## src/rtl/vpass_pkg.sv

```systemverilog
package vpass_pkg;
  typedef enum logic [2:0] {
    ST_IDLE,
    ST_FETCH,
    ST_BASE,
    ST_COARSE,
    ST_FINE,
    ST_COMMIT,
    ST_RETRY
  } vp_state_e;
endpackage

```

## src/rtl/vpass_table.sv

```systemverilog
module vpass_table #(
  parameter int NBLK   = 64,
  parameter int BLK_W  = 6,
  parameter int CODE_W = 8,
  parameter int PAGE_W = 8,
  parameter int NOM    = 200
) (
  input  logic              clk,
  input  logic              rst,
  input  logic              we,
  input  logic [BLK_W-1:0]  waddr,
  input  logic [CODE_W-1:0] wcode,
  input  logic [BLK_W-1:0]  raddr_a,
  output logic [CODE_W-1:0] code_a,
  output logic [PAGE_W-1:0] page_a,
  input  logic [BLK_W-1:0]  raddr_b,
  output logic [CODE_W-1:0] code_b,
  input  logic              pg_we,
  input  logic [BLK_W-1:0]  pg_addr,
  input  logic [PAGE_W-1:0] pg_data
);
  localparam logic [CODE_W-1:0] NOM_C = CODE_W'(NOM);

  logic [CODE_W-1:0] code_mem [NBLK];
  logic [PAGE_W-1:0] page_mem [NBLK];
  logic [NBLK-1:0]   code_set_q, page_set_q;
  logic [CODE_W-1:0] ca_q, cb_q;
  logic [PAGE_W-1:0] pa_q;
  logic              va_q, vb_q, vp_q;

  // RAM-style storage: no reset, registered reads
  always_ff @(posedge clk) begin
    if (we)    code_mem[waddr]   <= wcode;
    if (pg_we) page_mem[pg_addr] <= pg_data;
    ca_q <= code_mem[raddr_a];
    cb_q <= code_mem[raddr_b];
    pa_q <= page_mem[raddr_a];
  end

  // Written-entry flags give the reset defaults
  always_ff @(posedge clk) begin
    if (rst) begin
      code_set_q <= '0;
      page_set_q <= '0;
      va_q <= 1'b0;
      vb_q <= 1'b0;
      vp_q <= 1'b0;
    end else begin
      if (we)    code_set_q[waddr]   <= 1'b1;
      if (pg_we) page_set_q[pg_addr] <= 1'b1;
      va_q <= code_set_q[raddr_a];
      vb_q <= code_set_q[raddr_b];
      vp_q <= page_set_q[raddr_a];
    end
  end

  assign code_a = va_q ? ca_q : NOM_C;
  assign code_b = vb_q ? cb_q : NOM_C;
  assign page_a = vp_q ? pa_q : '0;
endmodule

```

## src/rtl/vpass_fsm.sv

```systemverilog
module vpass_fsm
  import vpass_pkg::*;
#(
  parameter int BLK_W     = 6,
  parameter int PAGE_W    = 8,
  parameter int CODE_W    = 8,
  parameter int ERR_W     = 8,
  parameter int NOM       = 200,
  parameter int FLOOR     = 188,
  parameter int COARSE    = 4,
  parameter int FINE      = 1,
  parameter int ECC_LIMIT = 40
) (
  input  logic              clk,
  input  logic              rst,
  input  logic              tune_start,
  input  logic [BLK_W-1:0]  tune_blk,
  input  logic              fail_req,
  input  logic [BLK_W-1:0]  fail_blk,
  input  logic [PAGE_W-1:0] fail_page,
  input  logic              ecc_valid,
  input  logic [ERR_W-1:0]  ecc_errs,
  output logic [BLK_W-1:0]  tbl_raddr,
  input  logic [CODE_W-1:0] tbl_code,
  input  logic [PAGE_W-1:0] tbl_page,
  output logic              tbl_we,
  output logic [BLK_W-1:0]  tbl_waddr,
  output logic [CODE_W-1:0] tbl_wcode,
  output logic              probe_req,
  output logic [BLK_W-1:0]  probe_blk,
  output logic [PAGE_W-1:0] probe_page,
  output logic [CODE_W-1:0] probe_code,
  output logic              done,
  output logic [CODE_W-1:0] done_code,
  output logic              done_uncorr,
  output logic              busy
);
  localparam logic [CODE_W-1:0] NOM_C    = CODE_W'(NOM);
  localparam logic [CODE_W-1:0] FLOOR_C  = CODE_W'(FLOOR);
  localparam logic [CODE_W-1:0] COARSE_C = CODE_W'(COARSE);
  localparam logic [CODE_W-1:0] FINE_C   = CODE_W'(FINE);
  localparam logic [ERR_W-1:0]  LIM_C    = ERR_W'(ECC_LIMIT);

  vp_state_e         state_q;
  logic [BLK_W-1:0]  blk_q;
  logic [PAGE_W-1:0] page_q;
  logic [CODE_W-1:0] code_q;
  logic              retry_q, probe_q, done_q, unc_q;

  logic              fit;
  logic [CODE_W-1:0] coarse_nxt, fine_nxt, retry_first;

  assign fit         = (ecc_errs <= LIM_C);
  assign coarse_nxt  = (code_q >= FLOOR_C + COARSE_C) ? code_q - COARSE_C : FLOOR_C;
  assign fine_nxt    = (code_q >= NOM_C - FINE_C) ? NOM_C : code_q + FINE_C;
  assign retry_first = (tbl_code >= NOM_C - FINE_C) ? NOM_C : tbl_code + FINE_C;

  always_ff @(posedge clk) begin
    if (rst) begin
      state_q <= ST_IDLE;
      blk_q   <= '0;
      page_q  <= '0;
      code_q  <= NOM_C;
      retry_q <= 1'b0;
      probe_q <= 1'b0;
      done_q  <= 1'b0;
      unc_q   <= 1'b0;
    end else begin
      probe_q <= 1'b0;
      done_q  <= 1'b0;
      unc_q   <= 1'b0;
      case (state_q)
        ST_IDLE: begin
          if (tune_start) begin
            blk_q   <= tune_blk;
            retry_q <= 1'b0;
            state_q <= ST_FETCH;
          end else if (fail_req) begin
            blk_q   <= fail_blk;
            page_q  <= fail_page;
            retry_q <= 1'b1;
            state_q <= ST_FETCH;
          end
        end
        ST_FETCH: begin
          if (!retry_q) begin
            code_q  <= NOM_C;
            page_q  <= tbl_page;
            probe_q <= 1'b1;
            state_q <= ST_BASE;
          end else if (tbl_code >= NOM_C) begin
            code_q  <= NOM_C;
            done_q  <= 1'b1;
            unc_q   <= 1'b1;
            state_q <= ST_IDLE;
          end else begin
            code_q  <= retry_first;
            probe_q <= 1'b1;
            state_q <= ST_RETRY;
          end
        end
        ST_BASE: begin
          if (ecc_valid) begin
            if (ecc_errs >= LIM_C) begin
              state_q <= ST_COMMIT;
            end else begin
              code_q  <= coarse_nxt;
              probe_q <= 1'b1;
              state_q <= ST_COARSE;
            end
          end
        end
        ST_COARSE: begin
          if (ecc_valid) begin
            if (!fit) begin
              code_q  <= fine_nxt;
              probe_q <= 1'b1;
              state_q <= ST_FINE;
            end else if (code_q == FLOOR_C) begin
              state_q <= ST_COMMIT;
            end else begin
              code_q  <= coarse_nxt;
              probe_q <= 1'b1;
            end
          end
        end
        ST_FINE: begin
          if (ecc_valid) begin
            if (fit || code_q == NOM_C) begin
              state_q <= ST_COMMIT;
            end else begin
              code_q  <= fine_nxt;
              probe_q <= 1'b1;
            end
          end
        end
        ST_COMMIT: begin
          done_q  <= 1'b1;
          state_q <= ST_IDLE;
        end
        ST_RETRY: begin
          if (ecc_valid) begin
            if (fit) begin
              state_q <= ST_COMMIT;
            end else if (code_q == NOM_C) begin
              done_q  <= 1'b1;
              unc_q   <= 1'b1;
              state_q <= ST_IDLE;
            end else begin
              code_q  <= fine_nxt;
              probe_q <= 1'b1;
            end
          end
        end
        default: state_q <= ST_IDLE;
      endcase
    end
  end

  assign tbl_raddr   = (state_q == ST_IDLE) ? (tune_start ? tune_blk : fail_blk) : blk_q;
  assign tbl_we      = (state_q == ST_COMMIT);
  assign tbl_waddr   = blk_q;
  assign tbl_wcode   = code_q;
  assign probe_req   = probe_q;
  assign probe_blk   = blk_q;
  assign probe_page  = page_q;
  assign probe_code  = code_q;
  assign done        = done_q;
  assign done_code   = code_q;
  assign done_uncorr = unc_q;
  assign busy        = (state_q != ST_IDLE);


  probe_range_chk: assert property (@(posedge clk) disable iff (rst)
    probe_req |-> (probe_code >= FLOOR_C && probe_code <= NOM_C));


  fine_step_chk: assert property (@(posedge clk) disable iff (rst)
    (probe_q && state_q == ST_FINE && $past(state_q) == ST_FINE)
      |-> code_q == $past(code_q) + FINE_C);


  retry_step_chk: assert property (@(posedge clk) disable iff (rst)
    (probe_q && state_q == ST_RETRY && $past(state_q) == ST_RETRY)
      |-> code_q == $past(code_q) + FINE_C);


  uncorr_nom_chk: assert property (@(posedge clk) disable iff (rst)
    done_uncorr |-> (done && done_code == NOM_C));


  commit_range_chk: assert property (@(posedge clk) disable iff (rst)
    tbl_we |-> (tbl_wcode >= FLOOR_C && tbl_wcode <= NOM_C));


  done_idle_chk: assert property (@(posedge clk) disable iff (rst)
    done |-> !busy);
endmodule

```

## src/rtl/vpass_tuner.sv

```systemverilog
module vpass_tuner #(
  parameter int NBLK      = 64,
  parameter int PAGE_W    = 8,
  parameter int CODE_W    = 8,
  parameter int ERR_W     = 8,
  parameter int NOM       = 200,
  parameter int FLOOR_PCT = 6,
  parameter int COARSE    = 4,
  parameter int FINE      = 1,
  parameter int ECC_LIMIT = 40,
  localparam int BLK_W    = (NBLK > 1) ? $clog2(NBLK) : 1
) (
  input  logic              clk,
  input  logic              rst,
  input  logic              tune_start,
  input  logic [BLK_W-1:0]  tune_blk,
  input  logic              fail_req,
  input  logic [BLK_W-1:0]  fail_blk,
  input  logic [PAGE_W-1:0] fail_page,
  input  logic              ecc_valid,
  input  logic [ERR_W-1:0]  ecc_errs,
  output logic              probe_req,
  output logic [BLK_W-1:0]  probe_blk,
  output logic [PAGE_W-1:0] probe_page,
  output logic [CODE_W-1:0] probe_code,
  input  logic              lk_req,
  input  logic [BLK_W-1:0]  lk_blk,
  output logic              lk_valid,
  output logic [CODE_W-1:0] lk_code,
  input  logic              pg_we,
  input  logic [BLK_W-1:0]  pg_blk,
  input  logic [PAGE_W-1:0] pg_page,
  output logic              done,
  output logic [CODE_W-1:0] done_code,
  output logic              done_uncorr,
  output logic              busy
);
  localparam int FLOOR = NOM - (NOM * FLOOR_PCT) / 100;

  logic [BLK_W-1:0]  tbl_raddr, tbl_waddr;
  logic [CODE_W-1:0] tbl_code, tbl_wcode;
  logic [PAGE_W-1:0] tbl_page;
  logic              tbl_we;
  logic              lk_valid_q;

  vpass_table #(
    .NBLK(NBLK), .BLK_W(BLK_W), .CODE_W(CODE_W), .PAGE_W(PAGE_W), .NOM(NOM)
  ) u_table (
    .clk(clk), .rst(rst),
    .we(tbl_we), .waddr(tbl_waddr), .wcode(tbl_wcode),
    .raddr_a(tbl_raddr), .code_a(tbl_code), .page_a(tbl_page),
    .raddr_b(lk_blk), .code_b(lk_code),
    .pg_we(pg_we), .pg_addr(pg_blk), .pg_data(pg_page)
  );

  vpass_fsm #(
    .BLK_W(BLK_W), .PAGE_W(PAGE_W), .CODE_W(CODE_W), .ERR_W(ERR_W),
    .NOM(NOM), .FLOOR(FLOOR), .COARSE(COARSE), .FINE(FINE), .ECC_LIMIT(ECC_LIMIT)
  ) u_fsm (
    .clk(clk), .rst(rst),
    .tune_start(tune_start), .tune_blk(tune_blk),
    .fail_req(fail_req), .fail_blk(fail_blk), .fail_page(fail_page),
    .ecc_valid(ecc_valid), .ecc_errs(ecc_errs),
    .tbl_raddr(tbl_raddr), .tbl_code(tbl_code), .tbl_page(tbl_page),
    .tbl_we(tbl_we), .tbl_waddr(tbl_waddr), .tbl_wcode(tbl_wcode),
    .probe_req(probe_req), .probe_blk(probe_blk), .probe_page(probe_page),
    .probe_code(probe_code),
    .done(done), .done_code(done_code), .done_uncorr(done_uncorr), .busy(busy)
  );

  always_ff @(posedge clk) begin
    if (rst) lk_valid_q <= 1'b0;
    else     lk_valid_q <= lk_req;
  end
  assign lk_valid = lk_valid_q;


  lk_latency_chk: assert property (@(posedge clk) disable iff (rst)
    lk_req |=> lk_valid);
endmodule

```

## config.mk

```make
export PLATFORM = sky130hd
export DESIGN_NAME = vpass_tuner
export DESIGN_NICKNAME = d
export VERILOG_FILES = /design/src/rtl/vpass_pkg.sv /design/src/rtl/vpass_table.sv /design/src/rtl/vpass_fsm.sv /design/src/rtl/vpass_tuner.sv
export SDC_FILE = /design/constraint.sdc
export NUM_CORES = 2
export LEC_CHECK = 0
export BUFFER_PORTS_ARGS = -buffer_cell sky130_fd_sc_hd__clkbuf_2
export CAP_MARGIN = 15
export CORE_MARGIN = 1
export CORE_UTILIZATION = 63
export CTS_CLUSTER_DIAMETER = 50
export DETAILED_ROUTE_END_ITERATION = 16
export PLACE_DENSITY = 0.8
export RECOVER_POWER = 50
export SLEW_MARGIN = 40
export SYNTH_ARGS = -nofsm -noshare
export SYNTH_HDL_FRONTEND = slang
export SYNTH_HIERARCHICAL = 1
export SYNTH_SLANG_ARGS = --single-unit
```

## constraint.sdc

```tcl
create_clock -name clk -period 4 [get_ports clk]
set_input_delay 0.4 -clock clk [delete_from_list [all_inputs] [get_ports clk]]
set_output_delay 0.4 -clock clk [all_outputs]
set_load 0.05 [all_outputs]
```

==> impl_metrics.py <==
metrics = {
    "setup_path": {
        "rrSetupSlack_ps": 230,
        "crit_slowest_cell": "a211oi_1",
        "worstSetupPathType": "reg2reg",
        "path_max_fanout": 74,
        "r2r-start": "u_fsm/state_q[2]$_SDFFE_PP0P_",
        "r2r-end": "u_table/ca_q[4]$_DFF_P_",
        "cp_num_buf_inv": 3,
        "crit_family": "compound AO/OA/AOI/OAI gates",
        "cp-end-kind": "flip-flop",
        "crit_path_cell_trace": "nor3_2 -> buf_4 -> nor2_1 -> a21oi_4 -> buf_12 -> buf_12 -> mux4_2 -> nor2b_1 -> a211oi_1 -> a211oi_1 -> a22o_1",
        "worst_ep_required_time_ps": 4620,
        "start_kind": "flip-flop",
        "reg2reg_depth": 11,
        "slowest_delay_ps": 530,
        "crit_arrival_ps": 4390,
    },
    "timing": {
        "setup-tns-final_ps": 0,
        "hold_viol": 0,
        "fin_skew_ps": 33.91,
        "finalMaxSlewViolations": 496,
        "timing.fmax_ghz": 0.2649,
        "fin_crit_sh_pct": 94.37,
        "finalSetupViolCount": 0,
        "rsz0062_at_grt": "false",
        "tightest_slew_ps": 2917,
        "finalCriticalPeriod_ps": 3775,
        "slew_headroom_pct": -94.48,
    },
    "synth": {
        "synth_edf_count": 1024,
        "yosysSeqAreaShare_pct": 66.01,
        "avgSynthCellArea_um2": 17.64,
        "synth_area_um2": 52190,
        "synth-seq-cells": 1209,
        "synth_cell_types": 78,
        "synth_compound_area_share_pct": 3.294,
        "yosys_warnings": 6,
        "async_reset_ff_share_pct": 0,
        "synth_nets": 3021,
        "synth-main-ff-cell": "edfxtp_1",
        "synth_top_family_by_area": "multiplexers",
        "synth_simple_gate_area_share_pct": 5.557,
        "synth-adder-area-share_pct": 0.1918,
        "synth-xor-area-share_pct": 0.1510,
        "postSynthCellCount": 2958,
        "synthMuxAreaShare_pct": 22.56,
    },
    "drt": {
        "drt-total-wl_um": 144300,
        "drt-vias-per-instance": 7.207,
        "vias": 31287,
        "drt-pass1-iter-count": 6,
        "drc": 0,
        "drt-initial-drc-count": 4737,
        "routedWlPerCell_um": 33.25,
        "antenna_left": 0,
    },
    "global_routing": {
        "antenna_found_initial": 2,
        "grt_max_degree": 101,
        "met1_usage_pct": 44.30,
        "first_global_vias": 31556,
        "grt_overflow_total": 0,
        "grt_util_all_layers_pct": 34.84,
        "met2_usage_pct": 56.34,
        "met3_usage_pct": 7.414,
        "busiest_layer": "met2",
        "grt_pass1_wl_um": 210900,
    },
    "clock_tree": {
        "clock-sinks": 1209,
        "cts_max_level": 4,
        "ctsLongestPathBuffers": 3,
        "clock-root-buffer": "clkbuf_16",
        "post-cts-setup-buffers": 0,
        "clkTransAtPathRegs_ps": 60,
        "clk_latency_ps": 730,
        "cts_tree": "done",
        "cts_buffers": 130,
    },
    "pwr": {
        "vdd_drop_max_mv": 1.169,
        "leakage_nw": 19.29,
        "power.density_nw_per_um2": 787.5,
    },
    "status": {
        "outcome": "complete, but fails checks",
        "violations": "capacitance limit, slew limit",
    },
    "floorplanning": {
        "ios": 98,
        "fp.dieH_um": 289.8,
        "dieArea_um2": 84000,
        "die_width_um": 289.8,
        "fp-row-count": 105,
        "start_util_pct": 63.67,
        "core_area_um2": 81980,
    },
    "placement": {
        "place_area_um2": 54670,
        "portBuffers": 97,
        "dp_hpwl_um": 91290,
        "place_congestion": 0.9393,
    },
    "cells_and_area": {
        "fin_area_um2": 59050,
        "drive_above_1_share_pct": 30.70,
        "final_nets": 3226,
        "area_delta_synth_final_pct": 13.14,
    },
    "hold_path": {
        "hold_path_class": "in2reg",
        "min_to": "u_fsm/retry_q$_SDFFE_PP0P_",
        "min-delay-start": "fail_req",
        "min_delay_path_depth": 3,
    },
    "flow_run": {
        "maxCapViolations": 9,
    },
}
power breakdown:
group	total, W	internal, W	leakage [nW]	switching [W]
clock network	0.0122	0.00711	2.13	0.00512
logic	0.0196	0.00818	6.47	0.0115
registers	0.0146	0.0143	10.7	0.000386
repair_timing:
action,4_1_cts,5_1_grt
resized for setup,0,1
endpoints found under the hold margin,10,0
hold buffers,10,0
endpoints found under the setup margin,0,1
routing by layer:
| layer | up-vias | wire length (µm) |
|---|---|---|
| met3 | 544 | 16170 |
| met4 | 4 | 9413 |
| met2 | 2466 | 70430 |
| li1 | 12380 | - |
| met1 | 15893 | 48290 |
| met5 | - | 30 |
state kept, by name, summed over array words and instances, names as in the netlist, 6 cells and up:
register / flops
u_table/ca_q: 8
u_table/pa_q: 8
u_table/code_mem: 512
u_fsm/probe_page: 8
u_table/cb_q: 8
u_table/page_mem: 512
u_fsm/probe_blk: 6
u_fsm/done_code: 8
u_table/code_set_q: 64
u_table/page_set_q: 64
cell type report:
cell class	count	area [µm²]
clock inverter	74	837.1
tap	1070	1339
antenna	1	2.502
clock buffer	165	3550
sequential	1209	34450
fill	4785	22930
timing repair buffer	280	2117
inverter	16	60.06
multi-input combinational	1526	16690
synthesized netlist by cell type (3+ instances only):
cell	instances	area, µm²
mux2_2	39	439.2
inv_1	16	60.06
buf_6	5	56.30
nor4_1	4	25.02
o21ai_0	23	115.1
clkbuf_1	68	255.2
or2_1	3	18.77
mux2i_1	111	1111
or3b_2	3	26.28
o22ai_1	29	181.4
a311oi_1	8	70.07
nand4_1	7	43.79
o31ai_1	7	52.55
nand2_1	65	244.0
or3_1	5	31.28
mux4_2	454	10220
nor3b_1	3	22.52
ha_1	8	100.1
a221oi_1	6	52.55
nand3b_1	12	90.09
edfxtp_1	1024	30750
buf_2	68	340.3
dfxtp_1	185	3704
nand2b_1	14	87.58
a22oi_1	36	270.3
nor2b_1	20	125.1
buf_1	10	37.54
o21a_1	4	30.03
a21oi_1	36	180.2
and2_1	23	143.9
buf_4	55	412.9
xnor2_1	8	70.07
or2_2	6	37.54
o221ai_1	7	61.31
o211ai_1	10	75.07
a211oi_1	30	225.2
nor2_1	439	1648
a22o_1	8	70.07
nor3_1	16	80.08
nand3_1	29	145.1
o21ai_1	7	35.03
a31oi_1	3	18.77
cell usage in the layout (no fill, tap or decap), types with 65 or more instances in the layout:
| master | n |
|---|---|
| buf_4 | 148 |
| clkbuf_16 | 134 |
| clkbuf_2 | 84 |
| dfxtp_1 | 184 |
| edfxtp_1 | 1024 |
| mux2i_1 | 111 |
| mux4_2 | 454 |
| nand2_1 | 65 |
| nor2_1 | 416 |
worst max path at each step:
stage,slack [ps],end,depth (start not counted),from
floorplan,950,u_table/ca_q[0]$_DFF_P_,12,u_fsm/state_q[2]$_SDFFE_PP0P_
CTS,150,u_table/pa_q[3]$_DFF_P_,9,u_fsm/state_q[0]$_SDFFE_PP0P_
finish,230,u_table/ca_q[4]$_DFF_P_,11,u_fsm/state_q[2]$_SDFFE_PP0P_
detailed placement,170,u_table/ca_q[0]$_DFF_P_,10,u_fsm/state_q[0]$_SDFFE_PP0P_
global route,130,u_table/ca_q[4]$_DFF_P_,11,u_fsm/state_q[2]$_SDFFE_PP0P_
global placement,250,u_table/ca_q[4]$_DFF_P_,10,u_fsm/state_q[0]$_SDFFE_PP0P_
per-stage QoR:
step | hold WS, ps | worst slack [ps] | power (W) | utilization [%] | instances
after floorplan | 434.8 | 947.6 | 0.02777 | - | 2958
after global placement | 443.6 | 251.4 | 0.03371 | 66.54 | 4091
after detailed placement | 458.6 | 172.4 | 0.03403 | 66.69 | 4091
after CTS | 33.82 | 146.7 | 0.04623 | 72.16 | 4340
after global routing | 107.0 | 129.6 | 0.04762 | 72.03 | 4340
final | 59.39 | 225.1 | 0.04650 | 72.03 | 4341
cell families (layout without fill, tap and decap cells):
family | after synthesis | after routing
AOI/OAI and AO/OA | 243 | 243
xor gates and xnor gates | 9 | 9
adders and majority gates | 8 | 8
buffers and inverters | 223 | 535
DFF | 1209 | 1209
muxes | 604 | 604
other | 0 | 1
and+or+nand+nor | 662 | 662
worst min-delay path: stages:
cell and delay, ps:
clkbuf_2 120, a21oi_1 140, a211oi_1 60
Note: power is estimated with default switching activity, not from simulation.
